### src/rtl/wdt_pkg.sv
package wdt_pkg;

   typedef enum logic [1:0] {
      SLOT_LOAD  = 2'd0,
      SLOT_COUNT = 2'd1,
      SLOT_CTRL  = 2'd2,
      SLOT_KICK  = 2'd3
   } slot_e;

   // control word layout, bit 0 at the bottom
   typedef struct packed {
      logic       rsv7;
      logic       exp_rst;
      logic       wd_on;
      logic       rsv4;
      logic       run;
      logic       up;
      logic [1:0] psel;
   } ctrl_t;

   localparam int CTRL_W = $bits(ctrl_t);

   function automatic ctrl_t ctrl_clean(input logic [CTRL_W-1:0] raw);
      ctrl_t c;
      c      = ctrl_t'(raw);
      c.rsv7 = 1'b0;
      c.rsv4 = 1'b0;
      return c;
   endfunction

endpackage

### src/rtl/wdt_regs.sv
module wdt_regs
   import wdt_pkg::*;
#(
   parameter int CNT_W = 16
) (
   input  logic             clk,
   input  logic             rst_n,
   input  logic             wr_en,
   input  logic [1:0]       wr_addr,
   input  logic [CNT_W-1:0] wr_data,
   output logic [CNT_W-1:0] load_q,
   output ctrl_t            ctrl_q,
   output logic             ld_wr,
   output logic             wd_enter,
   output logic             kick_wr
);

   logic  locked;
   logic  ctrl_wr;
   slot_e slot;
   ctrl_t ctrl_new;

   assign slot     = slot_e'(wr_addr);
   assign locked   = ctrl_q.wd_on;
   assign ctrl_new = ctrl_clean(wr_data[CTRL_W-1:0]);

   // load and control writes are gated by the lock
   assign ld_wr    = wr_en && (slot == SLOT_LOAD) && !locked;
   assign ctrl_wr  = wr_en && (slot == SLOT_CTRL) && !locked;
   // entry happens on an unlocked control write with the enable set
   assign wd_enter = ctrl_wr && ctrl_new.wd_on;
   assign kick_wr  = wr_en && (slot == SLOT_KICK);

   always_ff @(posedge clk or negedge rst_n) begin
      if (!rst_n) begin
         load_q <= '0;
         ctrl_q <= '0;
      end else begin
         if (ld_wr)   load_q <= wr_data;
         if (ctrl_wr) ctrl_q <= ctrl_new;
      end
   end

endmodule

### src/rtl/wdt_prescaler.sv
module wdt_prescaler #(
   parameter int DIV_A = 1,
   parameter int DIV_B = 16,
   parameter int DIV_C = 256
) (
   input  logic       clk,
   input  logic       rst_n,
   input  logic       tick,
   input  logic       active,
   input  logic       restart,
   input  logic [1:0] psel,
   output logic       step
);

   generate
      if (DIV_C == 1) begin : g_bypass
         // every ratio is 1: no state needed
         assign step = tick & active;
      end else begin : g_count
         localparam int PRE_W = $clog2(DIV_C);
         localparam logic [PRE_W-1:0] LIM_A = PRE_W'(DIV_A - 1);
         localparam logic [PRE_W-1:0] LIM_B = PRE_W'(DIV_B - 1);
         localparam logic [PRE_W-1:0] LIM_C = PRE_W'(DIV_C - 1);

         logic [PRE_W-1:0] pcnt;
         logic [PRE_W-1:0] lim;

         // select 2 and 3 share the largest ratio
         always_comb begin
            unique case (psel)
               2'd0:    lim = LIM_A;
               2'd1:    lim = LIM_B;
               default: lim = LIM_C;
            endcase
         end

         // >= keeps a shrunk ratio from waiting for a full wrap
         assign step = tick & active & (pcnt >= lim);

         always_ff @(posedge clk or negedge rst_n) begin
            if (!rst_n) begin
               pcnt <= '0;
            end else if (restart) begin
               pcnt <= '0;
            end else if (tick && active) begin
               pcnt <= step ? '0 : pcnt + 1'b1;
            end
         end
      end
   endgenerate

endmodule

### src/rtl/wdt_counter.sv
module wdt_counter #(
   parameter int CNT_W = 16,
   parameter bit UP_EN = 1'b1
) (
   input  logic             clk,
   input  logic             rst_n,
   input  logic             step,
   input  logic             wd_mode,
   input  logic             up_sel,
   input  logic             exp_rst,
   input  logic             ld_wr,
   input  logic             wd_enter,
   input  logic             kick_wr,
   input  logic [CNT_W-1:0] load_q,
   input  logic [CNT_W-1:0] wr_data,
   output logic [CNT_W-1:0] cnt_q,
   output logic             irq,
   output logic             rst_req
);

   localparam logic [CNT_W-1:0] CNT_TOP = {CNT_W{1'b1}};

   logic             going_up;
   logic             at_end;
   logic             irq_set;
   logic             rst_set;
   logic [CNT_W-1:0] cnt_nxt;

   generate
      if (UP_EN) begin : g_updown
         // direction only matters outside watchdog mode
         assign going_up = up_sel & ~wd_mode;
      end else begin : g_down
         assign going_up = 1'b0;
      end
   endgenerate

   assign at_end = going_up ? (cnt_q == CNT_TOP) : (cnt_q == '0);

   always_comb begin
      cnt_nxt = cnt_q;
      irq_set = 1'b0;
      rst_set = 1'b0;
      if (rst_req) begin
         cnt_nxt = cnt_q;                       // frozen
      end else if (ld_wr) begin
         cnt_nxt = wr_data;
      end else if (wd_enter || (kick_wr && wd_mode)) begin
         cnt_nxt = load_q;
      end else if (step) begin
         if (at_end) begin
            if (wd_mode && exp_rst) begin
               rst_set = 1'b1;
            end else begin
               cnt_nxt = load_q;
               irq_set = 1'b1;
            end
         end else begin
            cnt_nxt = going_up ? cnt_q + 1'b1 : cnt_q - 1'b1;
         end
      end
   end

   always_ff @(posedge clk or negedge rst_n) begin
      if (!rst_n) begin
         cnt_q   <= CNT_TOP;
         irq     <= 1'b0;
         rst_req <= 1'b0;
      end else begin
         cnt_q   <= cnt_nxt;
         irq     <= (irq & ~kick_wr) | irq_set;
         rst_req <= rst_req | rst_set;
      end
   end

endmodule

### src/rtl/wdt_lock_timer.sv
module wdt_lock_timer
   import wdt_pkg::*;
#(
   parameter int CNT_W = 16,
   parameter int DIV_A = 1,
   parameter int DIV_B = 16,
   parameter int DIV_C = 256,
   parameter bit UP_EN = 1'b1
) (
   input  logic             clk,
   input  logic             rst_n,
   input  logic             tick,
   input  logic             wr_en,
   input  logic [1:0]       wr_addr,
   input  logic [CNT_W-1:0] wr_data,
   input  logic [1:0]       rd_addr,
   output logic [CNT_W-1:0] rd_data,
   output logic             irq,
   output logic             rst_req
);

   localparam int PAD_W = CNT_W - CTRL_W;

   generate
      if (CNT_W <= CTRL_W || CNT_W > 32) begin : g_bad_width
         $error("wdt_lock_timer: CNT_W must exceed the control width and be at most 32");
      end
      if (DIV_A < 1 || DIV_B < DIV_A || DIV_C < DIV_B) begin : g_bad_div
         $error("wdt_lock_timer: dividers must be ascending and at least 1");
      end
   endgenerate

   logic [CNT_W-1:0] load_q;
   logic [CNT_W-1:0] cnt_q;
   ctrl_t            ctrl_q;
   logic             ld_wr;
   logic             wd_enter;
   logic             kick_wr;
   logic             wd_locked;
   logic             active;
   logic             restart;
   logic             step;

   assign wd_locked = ctrl_q.wd_on;
   assign active    = wd_locked | ctrl_q.run;
   // any reload by register write restarts the prescaler
   assign restart   = ld_wr | wd_enter | (kick_wr & wd_locked);

   wdt_regs #(.CNT_W(CNT_W)) regs_i (
      .clk      (clk),
      .rst_n    (rst_n),
      .wr_en    (wr_en),
      .wr_addr  (wr_addr),
      .wr_data  (wr_data),
      .load_q   (load_q),
      .ctrl_q   (ctrl_q),
      .ld_wr    (ld_wr),
      .wd_enter (wd_enter),
      .kick_wr  (kick_wr)
   );

   wdt_prescaler #(.DIV_A(DIV_A), .DIV_B(DIV_B), .DIV_C(DIV_C)) pre_i (
      .clk     (clk),
      .rst_n   (rst_n),
      .tick    (tick),
      .active  (active),
      .restart (restart),
      .psel    (ctrl_q.psel),
      .step    (step)
   );

   wdt_counter #(.CNT_W(CNT_W), .UP_EN(UP_EN)) cnt_i (
      .clk      (clk),
      .rst_n    (rst_n),
      .step     (step),
      .wd_mode  (wd_locked),
      .up_sel   (ctrl_q.up),
      .exp_rst  (ctrl_q.exp_rst),
      .ld_wr    (ld_wr),
      .wd_enter (wd_enter),
      .kick_wr  (kick_wr),
      .load_q   (load_q),
      .wr_data  (wr_data),
      .cnt_q    (cnt_q),
      .irq      (irq),
      .rst_req  (rst_req)
   );

   // read map, count slot read-only, service slot reads 0
   always_comb begin
      unique case (slot_e'(rd_addr))
         SLOT_LOAD:  rd_data = load_q;
         SLOT_COUNT: rd_data = cnt_q;
         SLOT_CTRL:  rd_data = {{PAD_W{1'b0}}, ctrl_q};
         default:    rd_data = '0;
      endcase
   end

endmodule

### config.mk
export PLATFORM = sky130hd
export DESIGN_NAME = wdt_lock_timer
export DESIGN_NICKNAME = d
export VERILOG_FILES = /design/src/rtl/wdt_pkg.sv /design/src/rtl/wdt_regs.sv /design/src/rtl/wdt_prescaler.sv /design/src/rtl/wdt_counter.sv /design/src/rtl/wdt_lock_timer.sv
export SDC_FILE = /design/constraint.sdc
export NUM_CORES = 1
export LEC_CHECK = 0
export BUFFER_PORTS_ARGS = -buffer_cell sky130_fd_sc_hd__buf_4
export CORE_MARGIN = 5
export CORE_UTILIZATION = 59
export DETAILED_ROUTE_END_ITERATION = 12
export PLACE_DENSITY = 0.9
export SLEW_MARGIN = 30
export SYNTH_ARGS = -nofsm -noshare
export SYNTH_HDL_FRONTEND = slang
export SYNTH_SLANG_ARGS = --single-unit
### constraint.sdc
create_clock -name clk -period 3.7 [get_ports clk]
set_input_delay 0.37 -clock clk [delete_from_list [all_inputs] [get_ports clk]]
set_output_delay 0.37 -clock clk [all_outputs]
set_load 0.03 [all_outputs]
---- Yosys cells after proc, flatten, opt, wreduce, memory -nomap -nowiden ----
Index checks and enable logic that the tools add are counted.
operators by class
  reduce and logical (&&, ||, !) cells .... 18
  add/sub/neg operators ................... 3
  bitwise operators ....................... 13
  eq/ne operators ......................... 7
  multiplexer cells ....................... 24
  order comparisons ....................... 1
operator list
  kind                                                 number
  2-to-1 mux 16 bit                                    6
  case mux 16 bit (3 select lines)                     1
  2-to-1 mux 8 bit                                     3
  adder 16 x 1 -> 16 bit, second input constant        1
  equality test 16 bit, second input constant          1
  zero test 16 bit                                     1
  case mux 8 bit (2 select lines)                      1
  subtractor 16 x 1 -> 16 bit, second input constant   1
  2-to-1 mux 1 bit                                     13
  logical AND 1 bit                                    9
  adder 8 x 1 -> 8 bit, second input constant          1
  greater-or-equal comparator 8 bit                    1
  equality test 2 bit, second input constant           3
  zero test 2 bit                                      3
  AND 1 bit                                            5
  OR 1 bit                                             5
  equality test 2 x 1 -> 1 bit, second input constant  2
  != test 4 bit, second input constant                 1
  inverter 1 bit                                       3
  AND reduction 3 bit                                  1
  nonzero test 3 bit                                   1
  nonzero test 2 bit                                   1
  zero test 1 bit                                      1
  logical OR 1 bit                                     1
storage, ports and cells
  input bits .............................. 24
  output and inout bits ................... 18
  logic and storage cells ................. 76
  flip-flop bits (word level) ............. 48

---- Longest topological paths before layout ----
  depth after elaboration ................. 9
  gate-level depth with buffers ........... 11
  mapped depth without buffers ............ 10

---- Cells and area by module ----
From an unflattened synthesis, not the netlist that was laid out.
second synthesis, totals
  cells, all modules ...................... 399
  area, all modules ....................... 3,915.0 sq um
by module, submodules not included
  module          cells an instance  sequential area each (sq um)  times used  area an instance (sq um)
  wdt_counter     231                470.5                         1           1,953.1
  wdt_regs        55                 550.5                         1           895.9
  wdt_prescaler   73                 200.2                         1           713.2
  wdt_lock_timer  40                 0.0                           1           352.8

---- Worst setup path before layout ----
OpenSTA, ideal clock, no wires.
  path kind ............................... reg2reg
  start ................................... register regs_i.locked (netlist name)
  end ..................................... register cnt_i.cnt_q[14]
  buffers on the path ..................... 1
  slack ................................... 0.926 ns
  library setup time ...................... 0.059 ns
  period minus slack after synthesis ...... 2.774 ns
  cell stages (with the launch flop) ...... 12
  required time ........................... 3.641 ns
  arrival time ............................ 2.715 ns
  cell sequence ........................... dfrtp_1 > buf_2 > nor2b_1 > inv_1 > fa_1 > a211oi_1 > o211ai_1 > and3_1 > a221o_1 > xnor2_1 > o21ai_0 > a21o_1
between the ends
  word-level cells in the longest chain between the ends .. 7
  elaborated cells on any way between the ends .. 21
  classes of those cells .................. 1 x eq/ne; 6 x mux; 5 x bitwise; 9 x reduce/logical
ends and longest elaborated chain
  item                                                          line                                  source
  inverter 1 bit                                                wdt_counter.sv:32                     assign going_up = up_sel & ~wd_mode;
  AND 1 bit                                                     wdt_counter.sv:32
  2-to-1 mux 16 bit / 2-to-1 mux 1 bit (equally long branches)  wdt_counter.sv:59, wdt_counter.sv:38
  2-to-1 mux 16 bit                                             wdt_counter.sv:51                     if (at_end) begin
  2-to-1 mux 16 bit                                             wdt_counter.sv:50                     end else if (step) begin
  2-to-1 mux 16 bit                                             wdt_counter.sv:48                     end else if (wd_enter || (kick_wr && wd_mode)) begin
  2-to-1 mux 16 bit                                             wdt_counter.sv:46                     end else if (ld_wr) begin
  end signal: assignment                                        wdt_counter.sv:70                     cnt_q <= cnt_nxt;
  end: declaration                                              wdt_counter.sv:16                     output logic [CNT_W-1:0] cnt_q,
Parallel ways exist; a longest one is shown, timed or not. The select of a mux whose other input is x is not followed.
A chain may end at the register's enable or synchronous reset.

---- Final worst setup path ----
  start ................................... register regs_i.locked (netlist name)
  end ..................................... register cnt_i.cnt_q[14]
between the ends
  word-level cells in the longest chain between the ends .. 7
  elaborated cells on any way between the ends .. 21
  classes of those cells .................. 1 x eq/ne; 6 x mux; 5 x bitwise; 9 x reduce/logical
ends and longest elaborated chain
  item                                                          line
  inverter 1 bit                                                wdt_counter.sv:32
  AND 1 bit                                                     wdt_counter.sv:32
  2-to-1 mux 16 bit / 2-to-1 mux 1 bit (equally long branches)  wdt_counter.sv:59, wdt_counter.sv:38
  2-to-1 mux 16 bit                                             wdt_counter.sv:51
  2-to-1 mux 16 bit                                             wdt_counter.sv:50
  2-to-1 mux 16 bit                                             wdt_counter.sv:48
  2-to-1 mux 16 bit                                             wdt_counter.sv:46
Parallel ways exist; a longest one is shown, timed or not. The select of a mux whose other input is x is not followed.

==> impl_results.md <==
- Placer Congestion: 0.908
- Arrival @ worst endpoint: 3.56 ns
- P&R area growth vs syn: 12.8%
- # diodes: 0
- # rows: 28
- Detailed Place HPWL: 6.45 mm
- Vias in the first global route: 3138
- Setup ws final: 0.385 ns
- LEAKAGE: 1.87 nW
- Min-Delay Path Class: in -> async
- Later-pin clock latency in the skew report: 0.30 ns
- WL/cell: 17.5 um
- First-pass GRT wire length: 15.3 mm
- TritonCTS buffer count: 5
- First-pass detailed-route iteration total: 5
- Mean Syn Cell Area: 8.60 sq um
- Area leader, netlist: dfrtp_1
- Postcts setup bufs: 0
- Total grt overflow: 0
- TritonCTS clock tree: built
- Status: finished, final reports clean
- Yosys reg bits: 48
- Horiz. Die Dim: 86.7 um
- Max clock buf depth: 2
- Final Slew Violations: 0
- Crit path from: regs_i.locked$_DFFE_PN0P_
- Critical path fanouts, max: 16
- Element type at the critical path start: flop
- Tmin final: 3.32 ns
- Slew HR: 57.8%
- Crit end category: flop
- Mapped Cells: 403
- I/O pin total: 42
- Total core area: 5820 sq um
- Place WS: 0.499 ns
- Total number of vias: 3219
- Synth Net Count: 448
- Post-synthesis cell type count: 51
- Tot Pwr: 1.71 mW
- Synth area leaders: dfrtp_1 (23%), dfstp_2 (12%), nand2_1 (8.7%)
- Via density: 6.29
- Share of post-route cells with drive strength above 1: 19.9%
- Largest net degree at the start of global routing: 49
- Reg clk slew, reported paths: 0.09 ns
- Seq/Total Area, Yosys: 35.2%
- Unrepaired setup endpoints after global routing: no
- Gr usage total: 25.4%
- Drt initial violations: 241
- DRC violations left: 0
- CP required: 3.94 ns
- Cell Area, Synth: 3470 sq um
- Period utilization: 89.6%
- Yosys warnings: 0
- Clock tree sinks: 48
- Final Hold Viols: 0
- Port Buffers: 41
- Worst Tran Pin Value: 0.633 ns
- Final #Nets: 481
- RR Startpoint: regs_i.locked$_DFFE_PN0P_
- Placed cell area: 3810 sq um
- Final core occ: 67.3%
- Root buf cell: clkbuf_8
- WS Path Type: reg -> reg
- H-tree levels: 2
- Die Area: 7510 sq um
- Worst vdd ir: 0.000216 V
- CTS hold repair buffers: 0
- Initial antenna violation count: 0
- Final ANT Viol Nets: 0
- Top cell type's share of synthesized area: 23.1%
- Routed wire length: 8.98 mm
- Final setup vio count: 0
- Final instance area: 3910 sq um
- DIE HEIGHT: 86.7 um
- Cts repair resizes: 0
- Initial core utilization: 59.6%
- Clock Skew: 0.00825 ns
- PD cells: 437 nW/um^2
- Post-Route Setup TNS: 0 ns
- Highest clock rate: 0.302 GHz
- Max-cap violations: 0
-- path summary, 6_finish.rpt --
kind                                                      end  slack [ns]  depth (start not counted)
worst max-delay path              cnt_i.cnt_q[14]$_DFFE_PN1P_        0.38                         10
worst min-delay path            regs_i.load_q[12]$_DFFE_PN0P_        0.08                          1
worst max register to register    cnt_i.cnt_q[14]$_DFFE_PN1P_        0.38                         10
worst min register to register            cnt_i.irq$_DFF_PN0_        0.50                          2
max in group asynchronous        regs_i.load_q[1]$_DFFE_PN0P_        3.19                          1
min in group clk                regs_i.load_q[11]$_DFFE_PN0P_        0.27                          3
-- cells in the final DEF (no fill, tap or decap), types with 3 or more instances in the layout --
cell       synthesis  routed
nand2_1           80      80
buf_4              0      43
nor2_1            37      37
o21ai_0           33      33
dfrtp_1           32      32
a21oi_1           26      26
mux2i_1           25      25
ha_1              20      20
dfstp_2           16      16
mux2_2            12      12
xor2_1             9       9
a21o_1             9       9
xnor2_1            9       9
nand3_1            8       7
nand4_1            7       7
clkbuf_8           0       6
nor3_1             6       5
or3_1              5       5
inv_1              4       4
nor4_1             4       4
and3_1             4       4
o2111ai_1          3       3
-- final cells by class --
type / instances / area [sq um]
inverter: 4 / 15.0
sequential: 48 / 1220
clock inverter: 1 / 7.51
fill: 496 / 1900
timing repair buffer: 43 / 323
tap: 75 / 93.8
multi-input combinational: 334 / 2170
clock buffer: 7 / 86.3
-- cells in the mapped netlist, drive strengths merged --
library cell / count
dfstp: 16
o22a: 1
ha: 20
o2111ai: 3
nand2b: 1
a211o: 1
nor2: 38
clkbuf: 12
o21bai: 2
nand4b: 2
xor2: 9
and2: 1
o31a: 1
a31oi: 2
fa: 1
a21o: 9
a31o: 1
nor3: 6
o211ai: 3
nand4: 7
mux2i: 25
or2: 1
a21oi: 26
o2bb2ai: 2
o311a: 1
nor2b: 2
or4: 2
nand2: 81
inv: 4
nand3: 8
o31ai: 1
or3: 5
buf: 5
o21ai: 33
and3: 4
a22o: 2
o21a: 2
xnor2: 9
a211oi: 3
dfrtp: 32
o311ai: 1
nor4: 4
a221o: 1
mux2: 12
a221oi: 1
-- cells by family after synthesis --
| kind of cell | after synthesis | synth area share, % |
|---|---|---|
| XOR/XNOR | 18 | 4.55 |
| buffers and inverters | 21 | 2.60 |
| multiplexers | 37 | 11.1 |
| AO/OA/AOI/OAI | 96 | 18.1 |
| AND/OR/NAND/NOR | 162 | 20.6 |
| adder cells (fa/ha/maj) | 21 | 7.80 |
| flip-flops | 48 | 35.2 |
-- where the power goes --
group	internal, mW	total (mW)	switching, mW
combinational	0.273	0.669	0.395
clock	0.152	0.337	0.184
sequential	0.607	0.706	0.0986
total	1.03	1.71	0.678
-- state kept, by name (all words and copies together), names as in the netlist --
| register | flops |
|---|---|
| cnt_i.rst_req | 1 |
| cnt_i.irq | 1 |
| regs_i.ctrl_q | 5 |
| cnt_i.cnt_q | 16 |
| regs_i.load_q | 16 |
| pre_i.g_count.pcnt | 8 |
| regs_i.locked | 1 |
-- critical path, cell delays in order, from the launching register on --
cell and delay, ns:
dfrtp_1 0.50, nor2b_1 0.30, inv_1 0.35, fa_1 0.53
a211oi_1 0.36, o211ai_1 0.20, and3_1 0.22, a221o_1 0.32
xnor2_1 0.13, o21ai_0 0.20, a21o_1 0.15
-- per-stage QoR --
step                      hold WS (ns)  cells
after floorplan                 0.0744    403
after global placement           0.420    504
after detailed placement         0.429    504
after CTS                        0.105    512
after global routing             0.129    512
final                           0.0804    512
-- metal layers --
layer	global-route usage, %	vias to the layer above	routed length [um]
met5	0	-	0
met3	3.71	17	394
met4	7.93	0	167
met1	34.4	1585	4010
met2	41.9	110	4410
li1	-	1507	-
(Power assumes the default switching activity.)
